<file path="src/rtl/nsq_pkg.sv">
package nsq_pkg;
   typedef enum logic [2:0] {
      PH_IDLE  = 3'd0,
      PH_SETUP = 3'd1,
      PH_REL   = 3'd2,
      PH_LOW   = 3'd3,
      PH_HOLD  = 3'd4,
      PH_DONE  = 3'd5
   } phase_e;

   localparam int unsigned NSQ_NFIELDS = 4;
   localparam int unsigned NSQ_IDX_SETUP = 0;
   localparam int unsigned NSQ_IDX_WAIT  = 1;
   localparam int unsigned NSQ_IDX_HOLD  = 2;
   localparam int unsigned NSQ_IDX_REL   = 3;
endpackage

</file>
<file path="src/rtl/nsq_timing_sel.sv">
module nsq_timing_sel
   import nsq_pkg::*;
#(
   parameter int unsigned FIELD_W = 8,
   localparam int unsigned WORD_W = NSQ_NFIELDS * FIELD_W
) (
   input  logic [WORD_W-1:0]  word_a,
   input  logic [WORD_W-1:0]  word_b,
   input  logic               pick_b,
   output logic [FIELD_W-1:0] setup_x,
   output logic [FIELD_W-1:0] rel_x,
   output logic [FIELD_W-1:0] low_x,
   output logic [FIELD_W-1:0] hold_m1
);
   logic [WORD_W-1:0]  word_sel;
   logic [FIELD_W-1:0] fld [NSQ_NFIELDS];

   assign word_sel = pick_b ? word_b : word_a;

   for (genvar g = 0; g < NSQ_NFIELDS; g++) begin : g_unpack
      assign fld[g] = word_sel[g*FIELD_W +: FIELD_W];
   end

   assign setup_x = fld[NSQ_IDX_SETUP];
   assign low_x   = fld[NSQ_IDX_WAIT];
   assign rel_x   = fld[NSQ_IDX_REL];
   // reserved zero hold code is folded onto a single cycle
   assign hold_m1 = (fld[NSQ_IDX_HOLD] == '0) ? '0 : fld[NSQ_IDX_HOLD] - 1'b1;

   always_comb begin
      p_hold_fold_r5: assert (hold_m1 <= fld[NSQ_IDX_HOLD]);
   end
endmodule

</file>
<file path="src/rtl/nsq_phase_ctrl.sv">
module nsq_phase_ctrl
   import nsq_pkg::*;
#(
   parameter int unsigned FIELD_W = 8
) (
   input  logic               clk,
   input  logic               rst_n,
   input  logic               start,
   input  logic               start_wr,
   input  logic [FIELD_W-1:0] setup_x,
   input  logic [FIELD_W-1:0] rel_x,
   input  logic [FIELD_W-1:0] low_x,
   input  logic [FIELD_W-1:0] hold_m1,
   output phase_e             phase,
   output logic               is_wr,
   output logic               last_cyc
);
   logic [FIELD_W-1:0] cnt;
   logic [FIELD_W-1:0] rel_q, low_q, hold_q;

   assign last_cyc = (cnt == '0);

   always_ff @(posedge clk or negedge rst_n) begin
      if (!rst_n) begin
         phase  <= PH_IDLE;
         cnt    <= '0;
         is_wr  <= 1'b0;
         rel_q  <= '0;
         low_q  <= '0;
         hold_q <= '0;
      end else begin
         unique case (phase)
            PH_IDLE: if (start) begin
               phase  <= PH_SETUP;
               cnt    <= setup_x;
               is_wr  <= start_wr;
               rel_q  <= rel_x;
               low_q  <= low_x;
               hold_q <= hold_m1;
            end
            PH_SETUP: if (last_cyc) begin
               if (is_wr) begin
                  phase <= PH_REL;
                  cnt   <= rel_q;
               end else begin
                  phase <= PH_LOW;
                  cnt   <= low_q;
               end
            end else cnt <= cnt - 1'b1;
            PH_REL: if (last_cyc) begin
               phase <= PH_LOW;
               cnt   <= low_q;
            end else cnt <= cnt - 1'b1;
            PH_LOW: if (last_cyc) begin
               phase <= PH_HOLD;
               cnt   <= hold_q;
            end else cnt <= cnt - 1'b1;
            PH_HOLD: if (last_cyc) phase <= PH_DONE;
                     else cnt <= cnt - 1'b1;
            PH_DONE: phase <= PH_IDLE;
            default: phase <= PH_IDLE;
         endcase
      end
   end

   p_count_down_r2: assert property (@(posedge clk) disable iff (!rst_n)
      (phase inside {PH_SETUP, PH_REL, PH_LOW, PH_HOLD} && cnt != '0)
      |=> (cnt == $past(cnt) - 1'b1 && phase == $past(phase)));
   p_rel_write_only_r3: assert property (@(posedge clk) disable iff (!rst_n)
      (phase == PH_REL) |-> is_wr);
   p_done_single_r6: assert property (@(posedge clk) disable iff (!rst_n)
      (phase == PH_DONE) |=> (phase == PH_IDLE));
   p_hold_to_done_r5: assert property (@(posedge clk) disable iff (!rst_n)
      (phase == PH_HOLD && cnt == '0) |=> (phase == PH_DONE));
endmodule

</file>
<file path="src/rtl/nand_strobe_seq.sv">
module nand_strobe_seq
   import nsq_pkg::*;
#(
   parameter int unsigned FIELD_W = 8,
   parameter int unsigned ADDR_W  = 8,
   parameter int unsigned DATA_W  = 8,
   localparam int unsigned WORD_W = NSQ_NFIELDS * FIELD_W
) (
   input  logic              clk,
   input  logic              rst_n,
   input  logic              req_valid,
   output logic              req_ready,
   input  logic              req_space,
   input  logic              req_write,
   input  logic [ADDR_W-1:0] req_addr,
   input  logic [DATA_W-1:0] req_wdata,
   input  logic [WORD_W-1:0] tmg_regular,
   input  logic [WORD_W-1:0] tmg_special,
   input  logic [DATA_W-1:0] bus_rdata,
   output logic              we_n,
   output logic              oe_n,
   output logic              data_oe,
   output logic [ADDR_W-1:0] bus_addr,
   output logic [DATA_W-1:0] bus_wdata,
   output logic [DATA_W-1:0] rd_data,
   output logic              done
);
   initial begin
      p_field_width: assert (FIELD_W >= 2 && ADDR_W >= 1 && DATA_W >= 1);
   end

   phase_e             phase;
   logic               is_wr, last_cyc, accept;
   logic [FIELD_W-1:0] setup_x, rel_x, low_x, hold_m1;

   assign req_ready = (phase == PH_IDLE);
   assign accept    = req_valid & req_ready;

   nsq_timing_sel #(.FIELD_W(FIELD_W)) i_sel (
      .word_a  (tmg_regular),
      .word_b  (tmg_special),
      .pick_b  (req_space),
      .setup_x (setup_x),
      .rel_x   (rel_x),
      .low_x   (low_x),
      .hold_m1 (hold_m1)
   );

   nsq_phase_ctrl #(.FIELD_W(FIELD_W)) i_ctrl (
      .clk      (clk),
      .rst_n    (rst_n),
      .start    (accept),
      .start_wr (req_write),
      .setup_x  (setup_x),
      .rel_x    (rel_x),
      .low_x    (low_x),
      .hold_m1  (hold_m1),
      .phase    (phase),
      .is_wr    (is_wr),
      .last_cyc (last_cyc)
   );

   assign we_n    = !(phase == PH_LOW &&  is_wr);
   assign oe_n    = !(phase == PH_LOW && !is_wr);
   assign data_oe = is_wr && (phase == PH_LOW || phase == PH_HOLD);
   assign done    = (phase == PH_DONE);

   always_ff @(posedge clk or negedge rst_n) begin
      if (!rst_n) begin
         bus_addr  <= '0;
         bus_wdata <= '0;
         rd_data   <= '0;
      end else begin
         if (accept) begin
            bus_addr  <= req_addr;
            bus_wdata <= req_wdata;
         end
         if (phase == PH_LOW && !is_wr && last_cyc) rd_data <= bus_rdata;
      end
   end

   p_strobe_excl_r4: assert property (@(posedge clk) disable iff (!rst_n)
      !(!we_n && !oe_n));
   p_doe_no_read_r5: assert property (@(posedge clk) disable iff (!rst_n)
      data_oe |-> oe_n);
   p_ready_after_done_r6: assert property (@(posedge clk) disable iff (!rst_n)
      done |=> req_ready);
   p_addr_hold_r10: assert property (@(posedge clk) disable iff (!rst_n)
      !req_ready |=> ($stable(bus_addr) && $stable(bus_wdata)));
   p_rd_only_on_read_r8: assert property (@(posedge clk) disable iff (!rst_n)
      (is_wr || req_ready) |=> $stable(rd_data));
endmodule

</file>
<file path="config.mk">
export PLATFORM = sky130hd
export DESIGN_NAME = nand_strobe_seq
export DESIGN_NICKNAME = d
export VERILOG_FILES = /design/src/rtl/nsq_pkg.sv /design/src/rtl/nsq_timing_sel.sv /design/src/rtl/nsq_phase_ctrl.sv /design/src/rtl/nand_strobe_seq.sv
export SDC_FILE = /design/constraint.sdc
export NUM_CORES = 1
export LEC_CHECK = 0
export ABC_AREA = 0
export BUFFER_PORTS_ARGS = -buffer_cell sky130_fd_sc_hd__buf_2
export CORE_MARGIN = 2
export CORE_UTILIZATION = 25
export DETAILED_ROUTE_END_ITERATION = 16
export HOLD_SLACK_MARGIN = 0.12
export PLACE_DENSITY_LB_ADDON = 0.08
export SYNTH_ARGS = -nofsm -noshare
export SYNTH_HDL_FRONTEND = slang
export SYNTH_SLANG_ARGS = --single-unit
</file>
<file path="constraint.sdc">
create_clock -name clk -period 2.6 [get_ports clk]
set_input_delay 0.39 -clock clk [delete_from_list [all_inputs] [get_ports clk]]
set_output_delay 0.39 -clock clk [all_outputs]
set_load 0.02 [all_outputs]
</file>
# Yosys cells after proc, flatten, opt, wreduce, memory -nomap -nowiden
# Cells that the tools add are included.
[word_totals]
out_inout_bits = 29
in_bits = 93
wordCells = 54
regBits = 60
[classes]
n_reduce_logical = 15
n_bitwise = 1
mux = 16
n_addsub = 2
eq_ne = 11
[ops]
columns = ["op", "count"]
rows = [
  ["2-to-1 mux 8 bit", 7],
  ["one-hot mux 8 bit (5 select lines)", 1],
  ["2-to-1 mux 32 bit", 1],
  ["zero test 8 bit", 2],
  ["subtractor 8 x 1 -> 8 bit, second input constant", 2],
  ["2-to-1 mux 3 bit", 5],
  ["one-hot mux 3 bit (5 select lines)", 1],
  ["!= test 2 bit, second input constant", 5],
  ["== test 3 x 2 -> 1 bit, second input constant", 2],
  ["== test 3 bit, second input constant", 2],
  ["AND reduction 5 bit", 1],
  ["nonzero test 5 bit", 1],
  ["logical AND 1 bit", 4],
  ["== test 3 x 1 -> 1 bit, second input constant", 1],
  ["zero test 1 bit", 3],
  ["zero test 3 bit", 1],
  ["AND reduction 3 bit", 1],
  ["!= test 2 x 1 -> 1 bit, second input constant", 1],
  ["AND reduction 2 bit", 1],
  ["AND 1 bit", 1],
  ["logical OR 1 bit", 1],
  ["2-to-1 mux 1 bit", 1],
]

# Logic depth before layout (Yosys ltp)
# Gate-level depths: netlist (run 1).
[depth]
word_depth = 4
depth_mapped = 9
depth_no_buf = 7

# Cells and area by module
# A second synthesis (run 1) with hierarchy kept.
[hier_totals]
cells_unflattened = 355
area_unflattened_um2 = 3791.1
[by_module_without_submodules]
columns = ["mod", "seq_area_each_um2", "area_per_inst_um2", "cells_each", "instances"]
rows = [
  ["nsq_phase_ctrl", 900.9, 2153.3, 217, 1],
  ["nand_strobe_seq", 600.6, 991.0, 62, 1],
  ["nsq_timing_sel", 0.0, 646.9, 76, 1],
]

# Least setup slack after synthesis (run 1)
# Ideal clock, no wire load.
[synth_path]
path_kind = "in2reg"
startpoint = "input port req_space"
endpoint = "register i_ctrl.hold_q[0]"
stages = 9
t_required_ps = 2479
path_slack_ps = 74
arrival_ps = 2405
setup_ps = 121
path_buffers = 3
path_cell_list = "buf_1 > buf_2 > buf_2 > mux2i_1 > ha_1 > o21ai_0 > o21ai_0 > inv_1 > a22o_1"
[synth_via]
elab_chain_len = 3
[synth_lines]
columns = ["item", "line", "text"]
rows = [
  ["start, declared", "nand_strobe_seq.sv:13", "input logic req_space,"],
  ["2-to-1 mux 32 bit *", "nsq_timing_sel.sv:18", "assign word_sel = pick_b ? word_b : word_a;"],
  ["subtractor 8 x 1 -> 8 bit / zero test 8 bit (equally long branches)", "nsq_timing_sel.sv:28", "assign hold_m1 = (fld[NSQ_IDX_HOLD] == '0) ? '0 : fld[NSQ_IDX_HOLD] - 1'b1;"],
  ["2-to-1 mux 8 bit *", "nsq_timing_sel.sv:28", ""],
  ["end signal, assigned", "nsq_phase_ctrl.sv:39", "hold_q <= hold_m1;"],
  ["end, declared", "nsq_phase_ctrl.sv:19", "logic [FIELD_W-1:0] rel_q, low_q, hold_q;"],
]
# Mark *: on every way between the ends. The rest lies on a longest branch, timed or not.
# A chain may end at the register's enable or synchronous reset.

# Final worst setup path (run 1)
[layout_path]
startpoint = "register i_ctrl.cnt[0]"
endpoint = "register i_ctrl.cnt[0]"
[layout_via]
elab_chain_len = 3
[layout_lines]
columns = ["item", "line", "text"]
rows = [
  ["start, declared", "nsq_phase_ctrl.sv:18", "logic [FIELD_W-1:0] cnt;"],
  ["start signal, assigned", "nsq_phase_ctrl.sv:35", "cnt <= setup_x;"],
  ["start signal, assigned", "nsq_phase_ctrl.sv:44", "cnt <= rel_q;"],
  ["start signal, assigned", "nsq_phase_ctrl.sv:47", "cnt <= low_q;"],
  ["subtractor 8 x 1 -> 8 bit / zero test 8 bit (equally long branches)", "n/a", ""],
  ["2-to-1 mux 8 bit (tied with other cells)", "nsq_phase_ctrl.sv:58", "PH_HOLD: if (last_cyc) phase <= PH_DONE;"],
  ["one-hot mux 8 bit (5 select lines) / AND reduction 3 bit (equally long branches)", "n/a", ""],
]
# Parallel ways exist; a longest one is shown, timed or not. The select of a mux whose other input is x is not followed.

==> results of run 1 <==
## worst min path at each step
stage / start / end / slack, ns / cells after the start
finish: rst_n / i_ctrl.cnt[6] / 0.21 / 2
global route: req_wdata[0] / bus_wdata[0] / 0.25 / 3
CTS: req_addr[2] / bus_addr[2] / 0.24 / 3
detailed placement: bus_addr[2] / bus_addr[2] / 0.46 / 2
global placement: bus_addr[7] / bus_addr[7] / 0.46 / 2
floorplan: rst_n / bus_addr[0] / 0.09 / 0
## layout make-up
type | instances | share of cell area
flip-flops and latches | 60 | 0.328
repair buffers | 135 | 0.158
clock buffers | 11 | 0.0531
multi-input cells | 289 | 0.399
clock inverters | 3 | 0.00328
well taps | 176 | 0.0481
inverters | 12 | 0.00985
## state kept, by name (all words and copies together) (netlist names)
name           cells
i_ctrl.phase       3
i_ctrl.low_q       8
bus_addr           8
rd_data            8
i_ctrl.hold_q      8
i_ctrl.is_wr       1
i_ctrl.rel_q       8
i_ctrl.cnt         8
bus_wdata          8
## cell usage after synthesis, types with 3 or more instances
cell	n	area, µm²
sky130_fd_sc_hd__xor2_1	4	35.0
sky130_fd_sc_hd__dfrtp_1	60	1500
sky130_fd_sc_hd__mux2i_1	33	330
sky130_fd_sc_hd__a21oi_1	12	60.1
sky130_fd_sc_hd__a2111oi_0	4	35.0
sky130_fd_sc_hd__mux2_2	12	135
sky130_fd_sc_hd__o21ai_0	40	200
sky130_fd_sc_hd__nand3_1	8	40.0
sky130_fd_sc_hd__nor4_1	3	18.8
sky130_fd_sc_hd__nand2_1	81	304
sky130_fd_sc_hd__inv_1	12	45.0
sky130_fd_sc_hd__clkbuf_1	14	52.6
sky130_fd_sc_hd__nor2_1	12	45.0
sky130_fd_sc_hd__o22ai_1	6	37.5
sky130_fd_sc_hd__nor3b_1	3	22.5
sky130_fd_sc_hd__ha_1	4	50.1
sky130_fd_sc_hd__nand2b_1	3	18.8
sky130_fd_sc_hd__o21a_1	4	30.0
sky130_fd_sc_hd__nor2b_1	5	31.3
sky130_fd_sc_hd__a31oi_1	3	18.8
sky130_fd_sc_hd__xnor2_1	7	61.3
sky130_fd_sc_hd__nor3_1	10	50.1
sky130_fd_sc_hd__buf_2	3	15.0
## critical path, cell delays in order (launching register included)
cell	delay (ns)
sky130_fd_sc_hd__dfrtp_1	0.43
sky130_fd_sc_hd__inv_1	0.14
sky130_fd_sc_hd__ha_1	0.21
sky130_fd_sc_hd__or3b_2	0.52
sky130_fd_sc_hd__or2_4	0.32
sky130_fd_sc_hd__o21a_1	0.18
sky130_fd_sc_hd__a2111oi_0	0.43
sky130_fd_sc_hd__o31ai_1	0.13
## power by group
group | internal (W) | switching, W | leakage, nW
Sequential | 0.00140 | 0.000385 | 0.737
Clock | 0.000653 | 0.000394 | 0.131
Combinational | 0.000868 | 0.00119 | 1.39
Total | 0.00292 | 0.00197 | 2.26
## metrics by stage
stage          power [W]  worst slack [ns]  utilization
2_1_floorplan    0.00310            0.0741            -
3_3_place_gp     0.00384             0.214        0.323
3_5_place_dp     0.00384             0.109        0.323
4_1_cts          0.00493            0.0946        0.342
5_1_grt          0.00524            0.0217        0.343
6_report         0.00489             0.114        0.343
## routing by layer
metal / vias to the layer above / GRT usage / share of wire
li1: 1606 / - / -
met5: - / 0 / 0
met1: 1518 / 0.189 / 0.44
met4: 0 / 0.0517 / 0.017
met2: 111 / 0.242 / 0.49
met3: 14 / 0.0304 / 0.058
## kinds of logic after synthesis
group                      after synthesis
DFF                                     60
buffers and inverters                   33
AOI/OAI and AO/OA                       89
muxes                                   45
xor gates and xnor gates                11
adders and majority gates                4
and+or+nand+nor                        140
## what timing repair did
item | 4_1_cts | 5_1_grt
hold buffers | 0 | 0
resized for setup | 0 | 3
setup endpoints to repair | 0 | 9
==> tab_implementation.tex, run 1 <==
\begin{tabular}{lr}
\hline
Metric & Value \\
\hline
\multicolumn{2}{l}{\textbf{Critical path}} \\
\quad Setup slack of the most critical reg-to-reg path & 0.11 ns \\
\quad Worst path arrival time & 2.68 ns \\
\quad Kind of critical path & flip-flop to flip-flop \\
\quad Kind of end point of the critical path & flip-flop \\
\quad Reg-to-reg endpoint & i\_ctrl.cnt[0] \\
\quad Required arrival time at the worst endpoint & 2.80 ns \\
\quad Startpoint class of the critical path & flip-flop \\
\quad Worst r2r path cells & 7 \\
\quad Timing startpoint of the critical path & i\_ctrl.cnt[0] \\
\quad Critical path peak fanout & 11 \\
\quad Destination of the critical timing path & i\_ctrl.cnt[0] \\
\quad Reg-to-reg startpoint & i\_ctrl.cnt[0] \\
\multicolumn{2}{l}{\textbf{Detailed routing}} \\
\quad Antenna Nets Post-Route & 0 \\
\quad DRT Wirelength & 10,400 µm \\
\quad Remaining routing DRC violations & 0 \\
\quad Vias post-DR & 3,249 \\
\quad DRC marker count from the first detailed-route iteration & 185 \\
\quad Average routed wire per standard cell & 15.1 µm \\
\quad Average vias per placed instance & 4.74 \\
\quad Drt first pass iters & 4 \\
\multicolumn{2}{l}{\textbf{Flow run}} \\
\quad Max-cap viol count & 0 \\
\multicolumn{2}{l}{\textbf{Floorplan}} \\
\quad Die H & 122 µm \\
\quad Num ports & 122 \\
\quad CORE AREA & 13,300 µm² \\
\quad Site row count & 42 \\
\quad Die area & 14,800 µm² \\
\quad Starting utilization of the core area & 0.259 \\
\quad X dimension of the die & 122 µm \\
\multicolumn{2}{l}{\textbf{STA}} \\
\quad Final hold slack & 0.210 ns \\
\quad Achievable Freq & 0.402 GHz \\
\quad Final setup viols & 0 \\
\quad Total negative setup slack & 0 ns \\
\quad Clock period minus worst slack & 2.49 ns \\
\quad Fin crit share & 0.956 \\
\quad Number of hold-slack violations in the final timing report & 0 \\
\quad Setup repair after global routing missed its margin & no \\
\quad Setup skew after layout & 0.00832 ns \\
\quad Final Max Tran Viols & 0 \\
\quad Remaining max-slew budget at the tightest pin & 0.454 \\
\quad Measured slew at the worst slew-check pin & 0.819 ns \\
\multicolumn{2}{l}{\textbf{Placed design}} \\
\quad PortBufs & 121 \\
\quad Number of instances in the placed design & 672 \\
\quad Placed instance area & 4310 µm² \\
\quad Weighted congestion reported at the end of routability-driven placement & 0.870 \\
\quad HPWL after detailed placement & 7900 µm \\
\multicolumn{2}{l}{\textbf{Final layout}} \\
\quad Layout Cell Area excl Fill & 4570 µm² \\
\quad Net total in the final layout & 604 \\
\quad Most used cells in the layout excluding fill and tap cells & 121 x sky130\_fd\_sc\_hd\_\_buf\_2, 81 x sky130\_fd\_sc\_hd\_\_nand2\_1, 60 x sky130\_fd\_sc\_hd\_\_dfrtp\_1 \\
\quad Leading cell type in the layout, fill and taps excluded & sky130\_fd\_sc\_hd\_\_buf\_2 \\
\quad Antenna diodes & 0 \\
\quad Fillers & 1,459 \\
\quad Share of post-route cells with drive strength above 1 & 0.335 \\
\quad Synthesis-to-finish area growth & 32.5\% \\
\quad Area of the multi-input gates & 1830 µm² \\
\quad Post-route non-filler standard cell count & 686 \\
\quad Sequential cell area & 1500 µm² \\
\multicolumn{2}{l}{\textbf{Synthesis}} \\
\quad Post-synthesis compound-gate area fraction & 0.161 \\
\quad Synthesized instance count & 382 \\
\quad Count of different cell masters after synthesis & 53 \\
\quad Average footprint of a synthesized cell & 9.04 µm² \\
\quad Number of nets in the synthesized netlist & 479 \\
\quad Synthesized-area fraction occupied by and/or/nand/nor cells & 0.186 \\
\quad Netlist area before placement & 3450 µm² \\
\quad Main combinational cell family by area after synthesis & simple AND/OR/NAND/NOR gates \\
\quad Async S/R FF share, synth & 1.00 \\
\quad Seq/Total Area, Yosys & 0.435 \\
\quad Synthesized-area fraction occupied by xor and xnor cells & 0.0279 \\
\quad Yosys synthesis warning count & 0 \\
\quad Post-synthesis mux area share & 0.135 \\
\quad Register bit total from synthesis & 60 \\
\quad Flip-flop cell with the highest count after synthesis & sky130\_fd\_sc\_hd\_\_dfrtp\_1 \\
\quad Post-synth EDFFs & 0 \\
\quad Adder and majority cell fraction of the synthesized area & 0.0145 \\
\multicolumn{2}{l}{\textbf{Power}} \\
\quad Max IR drop VDD & 0.000379 V \\
\quad Pwr per Cell Area & 1070 nW/µm² \\
\quad LEAKAGE & 2.26 nW \\
\multicolumn{2}{l}{\textbf{Clock tree}} \\
\quad Clock transition at the register clock pins on the worst setup and hold paths after CTS & 0.06 ns \\
\quad Clock tree sinks & 60 \\
\quad Number of H-tree branching levels & 3 \\
\quad Number of buffers inserted to repair setup after CTS & 0 \\
\quad Total clock buffers created by CTS & 9 \\
\quad Worst-case clock buffer depth & 2 \\
\quad Clock tree from TritonCTS & built \\
\quad Clock latency of the later-clocked register in the worst-skew pair & 0.33 ns \\
\quad Clk root buf & sky130\_fd\_sc\_hd\_\_clkbuf\_16 \\
\multicolumn{2}{l}{\textbf{GRT}} \\
\quad GR Overflow Total & 0 \\
\quad Largest net degree at the start of global routing & 61 \\
\quad Wire length of the first global-routing pass & 16,700 µm \\
\quad Number of antenna violations at the first check in global routing & 0 \\
\quad Number of global-route vias before repair & 3,266 \\
\quad Gr usage total & 0.146 \\
\multicolumn{2}{l}{\textbf{Min path}} \\
\quad Class of the tightest hold or removal check & primary input to asynchronous set/reset pin \\
\multicolumn{2}{l}{\textbf{Status}} \\
\quad Result of the run & complete, no violations \\
\hline
\end{tabular}
(Power assumes the default switching activity.)
==> inputs of run 2 (changes only) <==
--- a/config.mk
+++ b/config.mk
@@ -5,13 +5,13 @@
 export SDC_FILE = /design/constraint.sdc
 export NUM_CORES = 1
 export LEC_CHECK = 0
-export ABC_AREA = 0
+export ABC_AREA = 1
 export BUFFER_PORTS_ARGS = -buffer_cell sky130_fd_sc_hd__buf_2
 export CORE_MARGIN = 2
 export CORE_UTILIZATION = 25
 export DETAILED_ROUTE_END_ITERATION = 16
 export HOLD_SLACK_MARGIN = 0.12
-export PLACE_DENSITY_LB_ADDON = 0.08
+export PLACE_DENSITY = 0.51
 export SYNTH_ARGS = -nofsm -noshare
 export SYNTH_HDL_FRONTEND = slang
 export SYNTH_SLANG_ARGS = --single-unit
==> run 2 against run 1 <==
  * Worst setup slack better by 0.51 ns
  * Clock skew shrank 0.0039 ns
  * Combinational power up 31%
  * Final cell count up 21%
  * Core utilization down 1.1 points
==> tab_implementation.tex, run 2 <==
\begin{tabular}{lr}
\hline
Metric & Value \\
\hline
\multicolumn{2}{l}{\textbf{Status}} \\
\quad Result of the run & complete, no violations \\
\multicolumn{2}{l}{\textbf{Synthesis}} \\
\quad Biggest area consumer among synthesized cells & sky130\_fd\_sc\_hd\_\_dfrtp\_1 \\
\quad Post-synth top area share & 0.412 (-0.0226) \\
\quad Adder and majority cell fraction of the synthesized area & 0.0137 (-0.000752) \\
\quad Netlist area before placement & 3640 µm² (+5.5\%) \\
\quad Post-synthesis compound-gate area fraction & 0.0800 (-0.0805) \\
\quad Synthesized instance count & 522 (+37\%) \\
\quad Post-synthesis mux area share & 0.0385 (-0.0963) \\
\quad Synthesized-area fraction occupied by and/or/nand/nor cells & 0.369 (+0.183) \\
\quad Register bit total from synthesis & 60 (unchanged) \\
\quad Commonest cells in the synthesized netlist & 206 x sky130\_fd\_sc\_hd\_\_nand2\_1, 73 x sky130\_fd\_sc\_hd\_\_nor2\_1, 60 x sky130\_fd\_sc\_hd\_\_dfrtp\_1, 45 x sky130\_fd\_sc\_hd\_\_inv\_1, 27 x sky130\_fd\_sc\_hd\_\_nand3\_1 \\
\quad Flip-flop cell with the highest count after synthesis & sky130\_fd\_sc\_hd\_\_dfrtp\_1 \\
\quad Yosys synthesis warning count & 0 (unchanged) \\
\quad Synthesized-area fraction occupied by xor and xnor cells & 0.0120 (-0.0159) \\
\quad Async S/R FF share, synth & 1.00 (unchanged) \\
\quad Most repeated cell in the gate-level netlist after synthesis & sky130\_fd\_sc\_hd\_\_nand2\_1 \\
\quad Largest cells by area after synthesis & sky130\_fd\_sc\_hd\_\_dfrtp\_1 41\%, sky130\_fd\_sc\_hd\_\_nand2\_1 21\%, sky130\_fd\_sc\_hd\_\_nor2\_1 7.5\% \\
\quad Number of nets in the synthesized netlist & 619 (+29\%) \\
\quad Seq/Total Area, Yosys & 0.412 (-0.0226) \\
\quad Main combinational cell family by area after synthesis & simple AND/OR/NAND/NOR gates \\
\quad Average footprint of a synthesized cell & 6.98 µm² (-23\%) \\
\quad Post-synth EDFFs & 0 (unchanged) \\
\quad Count of different cell masters after synthesis & 29 (-45\%) \\
\multicolumn{2}{l}{\textbf{Critical path}} \\
\quad Delay of the slowest cell on the worst path & 0.42 ns (-0.10 ns) \\
\quad Startpoint class of the critical path & flip-flop \\
\quad Critical path peak fanout & 7 (-4) \\
\quad Worst path arrival time & 1.59 ns (-1.09 ns) \\
\quad Kind of critical path & flip-flop to output pin \\
\quad Series of cell instances along the critical path & inv\_2, nand3\_2, nand2\_2, inv\_1, nor2\_1, buf\_2 \\
\quad Library cell contributing the largest single delay on the critical path & sky130\_fd\_sc\_hd\_\_dfrtp\_1 \\
\quad Kind of end point of the critical path & output pin \\
\quad Required arrival time at the worst endpoint & 2.21 ns (-0.59 ns) \\
\multicolumn{2}{l}{\textbf{Floorplan}} \\
\quad Site row count & 44 (+4.8\%) \\
\quad CORE AREA & 14,400 µm² (+7.6\%) \\
\quad Die area & 15,600 µm² (+5.3\%) \\
\quad X dimension of the die & 125 µm (+2.6\%) \\
\quad Starting utilization of the core area & 0.253 (-0.00523) \\
\quad Num ports & 122 (unchanged) \\
\quad Die H & 125 µm (+2.6\%) \\
\multicolumn{2}{l}{\textbf{Final layout}} \\
\quad Most used cells in the layout excluding fill and tap cells & 205 x sky130\_fd\_sc\_hd\_\_nand2\_1, 121 x sky130\_fd\_sc\_hd\_\_buf\_2, 73 x sky130\_fd\_sc\_hd\_\_nor2\_1 \\
\quad Leading cell type in the layout, fill and taps excluded & sky130\_fd\_sc\_hd\_\_nand2\_1 \\
\quad Fillers & 1,554 (+6.5\%) \\
\quad Share of post-route cells with drive strength above 1 & 0.264 (-0.0714) \\
\quad Net total in the final layout & 741 (+23\%) \\
\quad Final Core Density & 0.332 (-0.0106) \\
\quad Antenna diodes & 0 (unchanged) \\
\quad Synthesis-to-finish area growth & 31.0\% \\
\multicolumn{2}{l}{\textbf{STA}} \\
\quad Setup repair after global routing missed its margin & no \\
\quad Final Max Tran Viols & 0 (unchanged) \\
\quad Achievable Freq & 0.506 GHz (+26\%) \\
\quad Clock period minus worst slack & 1.98 ns (-0.510 ns) \\
\quad Number of hold-slack violations in the final timing report & 0 (unchanged) \\
\quad Fin crit share & 0.760 (-0.196) \\
\quad Measured slew at the worst slew-check pin & 0.655 ns (-0.163 ns) \\
\quad Total negative setup slack & 0 ns (unchanged) \\
\quad Final setup viols & 0 (unchanged) \\
\quad Final hold slack & 0.252 ns (+0.0420 ns) \\
\quad Remaining max-slew budget at the tightest pin & 0.563 (+0.109) \\
\quad Setup skew after layout & 0.00438 ns (-0.00393 ns) \\
\multicolumn{2}{l}{\textbf{Power}} \\
\quad Max IR drop VDD & 0.000501 V (+32\%) \\
\quad Pwr per Cell Area & 1190 nW/µm² (+11\%) \\
\quad LEAKAGE & 2.62 nW (+16\%) \\
\multicolumn{2}{l}{\textbf{Detailed routing}} \\
\quad Drt first pass iters & 4 (unchanged) \\
\quad Antenna Nets Post-Route & 0 (unchanged) \\
\quad Remaining routing DRC violations & 0 (unchanged) \\
\quad Average routed wire per standard cell & 12.5 µm (-17\%) \\
\quad Average vias per placed instance & 4.34 (-8.4\%) \\
\quad DRT Wirelength & 10,400 µm (+0.43\%) \\
\quad Vias post-DR & 3,608 (+11\%) \\
\quad DRC marker count from the first detailed-route iteration & 143 (-23\%) \\
\multicolumn{2}{l}{\textbf{Clock tree}} \\
\quad Total clock buffers created by CTS & 9 (unchanged) \\
\quad Number of hold buffers added after cts & 1 (+1) \\
\quad Clk root buf & sky130\_fd\_sc\_hd\_\_clkbuf\_16 \\
\quad Clock tree from TritonCTS & built \\
\quad Worst-case clock buffer depth & 2 (unchanged) \\
\quad Clock latency of the later-clocked register in the worst-skew pair & 0.33 ns (about the same) \\
\quad Quantity of gates resized following cts & 0 (unchanged) \\
\quad Clock tree sinks & 60 (unchanged) \\
\quad Number of buffers inserted to repair setup after CTS & 0 (unchanged) \\
\quad Number of H-tree branching levels & 3 (unchanged) \\
\quad Clock transition at the register clock pins on the worst setup and hold paths after CTS & 0.05 ns (about the same) \\
\multicolumn{2}{l}{\textbf{GRT}} \\
\quad Number of antenna violations at the first check in global routing & 0 (unchanged) \\
\quad GR Overflow Total & 0 (unchanged) \\
\quad Largest net degree at the start of global routing & 58 (-4.9\%) \\
\quad Wire length of the first global-routing pass & 17,700 µm (+6.5\%) \\
\quad Number of global-route vias before repair & 3,741 (+15\%) \\
\quad Gr usage total & 0.141 (-0.00535) \\
\multicolumn{2}{l}{\textbf{Placed design}} \\
\quad HPWL after detailed placement & 7990 µm (+1.1\%) \\
\quad PortBufs & 121 (unchanged) \\
\quad Weighted congestion reported at the end of routability-driven placement & 0.836 (-3.9\%) \\
\multicolumn{2}{l}{\textbf{Flow run}} \\
\quad Max-cap viol count & 0 (unchanged) \\
\multicolumn{2}{l}{\textbf{Min path}} \\
\quad Class of the tightest hold or removal check & primary input to flip-flop \\
\hline
\end{tabular}
run 2: cell type report:
type                       instances  area, µm²  share of cell area
clock buffer                      11        243              0.0509
sequential                        60       1500               0.315
inverter                          51        194              0.0406
multi-input combinational        396       1870               0.392
tap                              184        230              0.0482
timing repair buffer             126        658               0.138
clock inverter                     4       73.8              0.0155
run 2: where the power goes:
part / leakage (nW) / total (W) / switching (W) / internal, W
clock: 0.156 / 0.00128 / 0.000417 / 0.000859
combinational: 1.73 / 0.00270 / 0.00175 / 0.000953
sequential: 0.739 / 0.00170 / 0.000326 / 0.00138
total: 2.62 / 0.00568 / 0.00249 / 0.00319
run 2: critical path: cells and delay by family (launching register included):
family        cells  cell delay [ns]
simple gates      3             0.48
buf+inv           3             0.37
flops             1             0.42
run 2: cell families (layout without fill, tap and decap cells):
| logic type | Yosys count | in the layout |
|---|---|---|
| AND/OR/NAND/NOR | 326 | 326 |
| AO/OA/AOI/OAI | 48 | 48 |
| XOR/XNOR | 5 | 5 |
| multiplexers | 13 | 13 |
| adder cells (fa/ha/maj) | 4 | 4 |
| flip-flops | 60 | 60 |
| buffers and inverters | 66 | 192 |
run 2: worst paths after layout:
kind | end | slack [ns] | cells past startpoint | from
max in group asynchronous | bus_addr[5] | 1.32 | 3 | rst_n
max reg2reg | i_ctrl.cnt[2] | 0.67 | 11 | i_ctrl.cnt[0]
max | data_oe | 0.62 | 6 | i_ctrl.phase[0]
min reg2reg | bus_wdata[7] | 0.48 | 2 | bus_wdata[7]
min | bus_addr[2] | 0.25 | 3 | req_addr[2]
min in group asynchronous | rd_data[2] | 0.65 | 2 | rst_n
run 2: stage by stage:
step	instances	setup WS (ns)	cell area, µm²	total power, W
after detailed placement	816	0.594	4450	0.00444
after floorplan	522	1.01	3640	0.00366
after global placement	816	0.618	4450	0.00439
after global routing	832	0.468	4770	0.00624
after CTS	832	0.581	4770	0.00575
final	832	0.624	4770	0.00568
run 2: layer usage:
metal / GRT usage / share of wire
met2: 0.251 / 0.49
met1: 0.160 / 0.44
met5: 0 / 0
met4: 0.0423 / 0.013
met3: 0.0442 / 0.063
==> inputs of run 3 (changes only) <==
--- a/config.mk
+++ b/config.mk
@@ -11,7 +11,7 @@
 export CORE_UTILIZATION = 25
 export DETAILED_ROUTE_END_ITERATION = 16
 export HOLD_SLACK_MARGIN = 0.12
-export PLACE_DENSITY = 0.51
+export PLACE_DENSITY = 0.53
 export SYNTH_ARGS = -nofsm -noshare
 export SYNTH_HDL_FRONTEND = slang
 export SYNTH_SLANG_ARGS = --single-unit
==> constraint.sdc (replaced) <==
create_clock -name clk -period 1.7 [get_ports clk]
set_input_delay 0.255 -clock clk [delete_from_list [all_inputs] [get_ports clk]]
set_output_delay 0.255 -clock clk [all_outputs]
set_load 0.02 [all_outputs]
==> run 3 against run 2 <==
  * Sequential share of layout area shrank 2.6 points
  * Die area is the same
  * Worst hold slack lost 0.090 ns
  * Non-clock buffer count grew 40
  * Power grew 63%
  * Combinational power grew 74%
  * Critical path depth is the same
  * Global-route usage grew 0.18 points
  * Wire length grew 1.6%
  * Highest routed layer unchanged
==> tab_implementation.tex, run 3 (synthesis gave the netlist of run 2 again) <==
\begin{tabular}{lr}
\hline
Metric & Value \\
\hline
\multicolumn{2}{l}{\textbf{Status}} \\
\quad Result of the run & complete, no violations \\
\multicolumn{2}{l}{\textbf{Detailed routing}} \\
\quad Remaining routing DRC violations & 0 (unchanged) \\
\quad DRT Wirelength & 10,600 µm (+1.6\%) \\
\quad Drt first pass iters & 4 (unchanged) \\
\quad Met2 wirelength from detailed routing & 5000 µm (-1.9\%) \\
\quad DRC marker count from the first detailed-route iteration & 98 (-31\%) \\
\quad Vias post-DR & 3,709 (+2.8\%) \\
\quad Detailed route wirelength on metal3 & 609 µm (-6.9\%) \\
\quad Antenna Nets Post-Route & 0 (unchanged) \\
\quad Uppermost metal layer occupied by signal nets & met4 \\
\quad Wire length on met1 & 4810 µm (+6.2\%) \\
\quad Average vias per placed instance & 4.25 (-2.0\%) \\
\quad Average routed wire per standard cell & 12.1 µm (-3.1\%) \\
\multicolumn{2}{l}{\textbf{Floorplan}} \\
\quad Die H & 125 µm (unchanged) \\
\quad CORE AREA & 14,400 µm² (unchanged) \\
\quad X dimension of the die & 125 µm (unchanged) \\
\quad Die area & 15,600 µm² (unchanged) \\
\quad Num ports & 122 (unchanged) \\
\quad Site row count & 44 (unchanged) \\
\quad Starting utilization of the core area & 0.253 (unchanged) \\
\multicolumn{2}{l}{\textbf{STA}} \\
\quad Fin crit share & 0.959 \\
\quad Final setup viols & 0 (unchanged) \\
\quad Clock period minus worst slack & 1.63 ns \\
\quad Achievable Freq & 0.614 GHz \\
\quad Final Max Tran Viols & 0 (unchanged) \\
\quad Measured slew at the worst slew-check pin & 0.456 ns (-0.199 ns) \\
\quad Setup repair after global routing missed its margin & yes \\
\quad Remaining max-slew budget at the tightest pin & 0.696 (+0.133) \\
\quad Setup skew after layout & 0.00654 ns (+0.00216 ns) \\
\quad Total negative setup slack & 0 ns (unchanged) \\
\quad Number of hold-slack violations in the final timing report & 0 (unchanged) \\
\multicolumn{2}{l}{\textbf{Min path}} \\
\quad Class of the tightest hold or removal check & primary input to flip-flop \\
\multicolumn{2}{l}{\textbf{Critical path}} \\
\quad Library cell contributing the largest single delay on the critical path & sky130\_fd\_sc\_hd\_\_dfrtp\_1 \\
\quad Kind of end point of the critical path & output pin \\
\quad Required arrival time at the worst endpoint & 1.44 ns (-0.77 ns) \\
\quad Startpoint class of the critical path & flip-flop \\
\quad Buf/Inv on CP & 3 (unchanged) \\
\quad Critical path peak fanout & 4 (-3) \\
\quad Series of cell instances along the critical path & inv\_2, nand3\_2, nand2\_2, inv\_1, nor2\_2, buf\_4 \\
\quad Kind of critical path & flip-flop to output pin \\
\quad Worst path arrival time & 1.37 ns (-0.22 ns) \\
\quad Delay of the slowest cell on the worst path & 0.43 ns (about the same) \\
\quad Delay-heaviest family, CP & flip-flops \\
\multicolumn{2}{l}{\textbf{Final layout}} \\
\quad Net total in the final layout & 781 (+5.4\%) \\
\quad Antenna diodes & 0 (unchanged) \\
\quad Synthesis-to-finish area growth & 43.1\% \\
\quad Most used cells in the layout excluding fill and tap cells & 203 x sky130\_fd\_sc\_hd\_\_nand2\_1, 120 x sky130\_fd\_sc\_hd\_\_buf\_2, 70 x sky130\_fd\_sc\_hd\_\_nor2\_1 \\
\quad Fillers & 1,532 (-1.4\%) \\
\quad Final Core Density & 0.363 (+0.0306) \\
\quad Share of post-route cells with drive strength above 1 & 0.306 (+0.0424) \\
\quad Leading cell type in the layout, fill and taps excluded & sky130\_fd\_sc\_hd\_\_nand2\_1 \\
\multicolumn{2}{l}{\textbf{Clock tree}} \\
\quad Worst-case clock buffer depth & 2 (unchanged) \\
\quad Number of H-tree branching levels & 3 (unchanged) \\
\quad Clock latency of the later-clocked register in the worst-skew pair & 0.33 ns (about the same) \\
\quad Clk root buf & sky130\_fd\_sc\_hd\_\_clkbuf\_16 \\
\quad Clock tree sinks & 60 (unchanged) \\
\quad Clock tree from TritonCTS & built \\
\quad Clock transition at the register clock pins on the worst setup and hold paths after CTS & 0.05 ns (about the same) \\
\quad Total clock buffers created by CTS & 9 (unchanged) \\
\multicolumn{2}{l}{\textbf{GRT}} \\
\quad GR Overflow Total & 0 (unchanged) \\
\quad Gr usage total & 0.142 (+0.00182) \\
\quad Number of global-route vias before repair & 3,796 (+1.5\%) \\
\quad Largest net degree at the start of global routing & 40 (-31\%) \\
\quad Number of antenna violations at the first check in global routing & 0 (unchanged) \\
\quad Wire length of the first global-routing pass & 18,000 µm (+1.7\%) \\
\multicolumn{2}{l}{\textbf{Flow run}} \\
\quad Max-cap viol count & 0 (unchanged) \\
\multicolumn{2}{l}{\textbf{Placed design}} \\
\quad Weighted congestion reported at the end of routability-driven placement & 0.877 (+4.8\%) \\
\quad PortBufs & 121 (unchanged) \\
\quad HPWL after detailed placement & 7970 µm (-0.18\%) \\
\multicolumn{2}{l}{\textbf{Power}} \\
\quad Max IR drop VDD & 0.000925 V (+85\%) \\
\quad LEAKAGE & 2.83 nW (+8.0\%) \\
\quad Pwr per Cell Area & 1780 nW/µm² (+49\%) \\
\hline
\end{tabular}
[run 3: cell count changes in the layout (fill, tap and decap cells not counted), sizes merged]
cell	delta
clkinvlp	+1
buf	+24
clkbuf	-2
dlygate4sd3	+16
inv	+1
clkinv	+1
[run 3: report_power, final]
part           switching, W  internal (W)
clock network      0.000691       0.00129
logic               0.00291       0.00180
registers          0.000464       0.00211
[run 3: metal layers]
metal / GRT usage / vias up
met5: 0 / -
met4: 0.0416 / 0
met3: 0.0421 / 13
met2: 0.239 / 98
met1: 0.177 / 1632
li1: - / 1966
[run 3: worst register-to-register path: stages, from the launching register on]
cell	delay, ns
sky130_fd_sc_hd__dfrtp_1	0.43
sky130_fd_sc_hd__inv_2	0.12
sky130_fd_sc_hd__nand2_1	0.11
sky130_fd_sc_hd__nor2_4	0.15
sky130_fd_sc_hd__nand2_2	0.13
sky130_fd_sc_hd__buf_12	0.20
sky130_fd_sc_hd__nor2_2	0.20
sky130_fd_sc_hd__o21ai_0	0.12
sky130_fd_sc_hd__nand2_1	0.07
[run 3: timing repair]
item / CTS / global route
buffers inserted: 1 / 2
pin swaps: 1 / 2
gates resized for setup: 7 / 17
endpoints found under the hold margin: 30 / 0
setup endpoints to repair: 3 / 24
hold buffers: 17 / 0
[run 3: worst paths after layout]
path,from,to,slack [ns],cells past startpoint
max,i_ctrl.phase[0],data_oe,0.07,6
min,bus_rdata[5],rd_data[5],0.16,2
max reg2reg,i_ctrl.phase[1],i_ctrl.hold_q[6],0.11,8
min reg2reg,i_ctrl.hold_q[6],i_ctrl.hold_q[6],0.48,2
max in group asynchronous,rst_n,i_ctrl.hold_q[7],0.73,3
min in group asynchronous,rst_n,i_ctrl.cnt[0],0.41,2
[run 3: area by class of cell]
cell class	count	area, µm²	area share
clock buffer	9	225	0.0432
clock inverter	7	98.8	0.0190
inverter	51	196	0.0377
multi-input combinational	396	1940	0.372
sequential	60	1500	0.289
tap	184	230	0.0442
timing repair buffer	166	1020	0.195
[run 3: metrics by stage]
step | worst slack (ns) | std cells | instance area (µm²) | power [W] | hold slack, ns
after global routing | -0.0507 | 873 | 5210 | 0.0102 | 0.150
after floorplan | 0.109 | 522 | 3640 | 0.00560 | -0.0406
after global placement | 0.0807 | 837 | 4620 | 0.00705 | 0.231
after CTS | 0.00747 | 871 | 5130 | 0.00919 | 0.143
final | 0.0703 | 873 | 5210 | 0.00927 | 0.162
after detailed placement | 0.0694 | 837 | 4620 | 0.00705 | 0.241
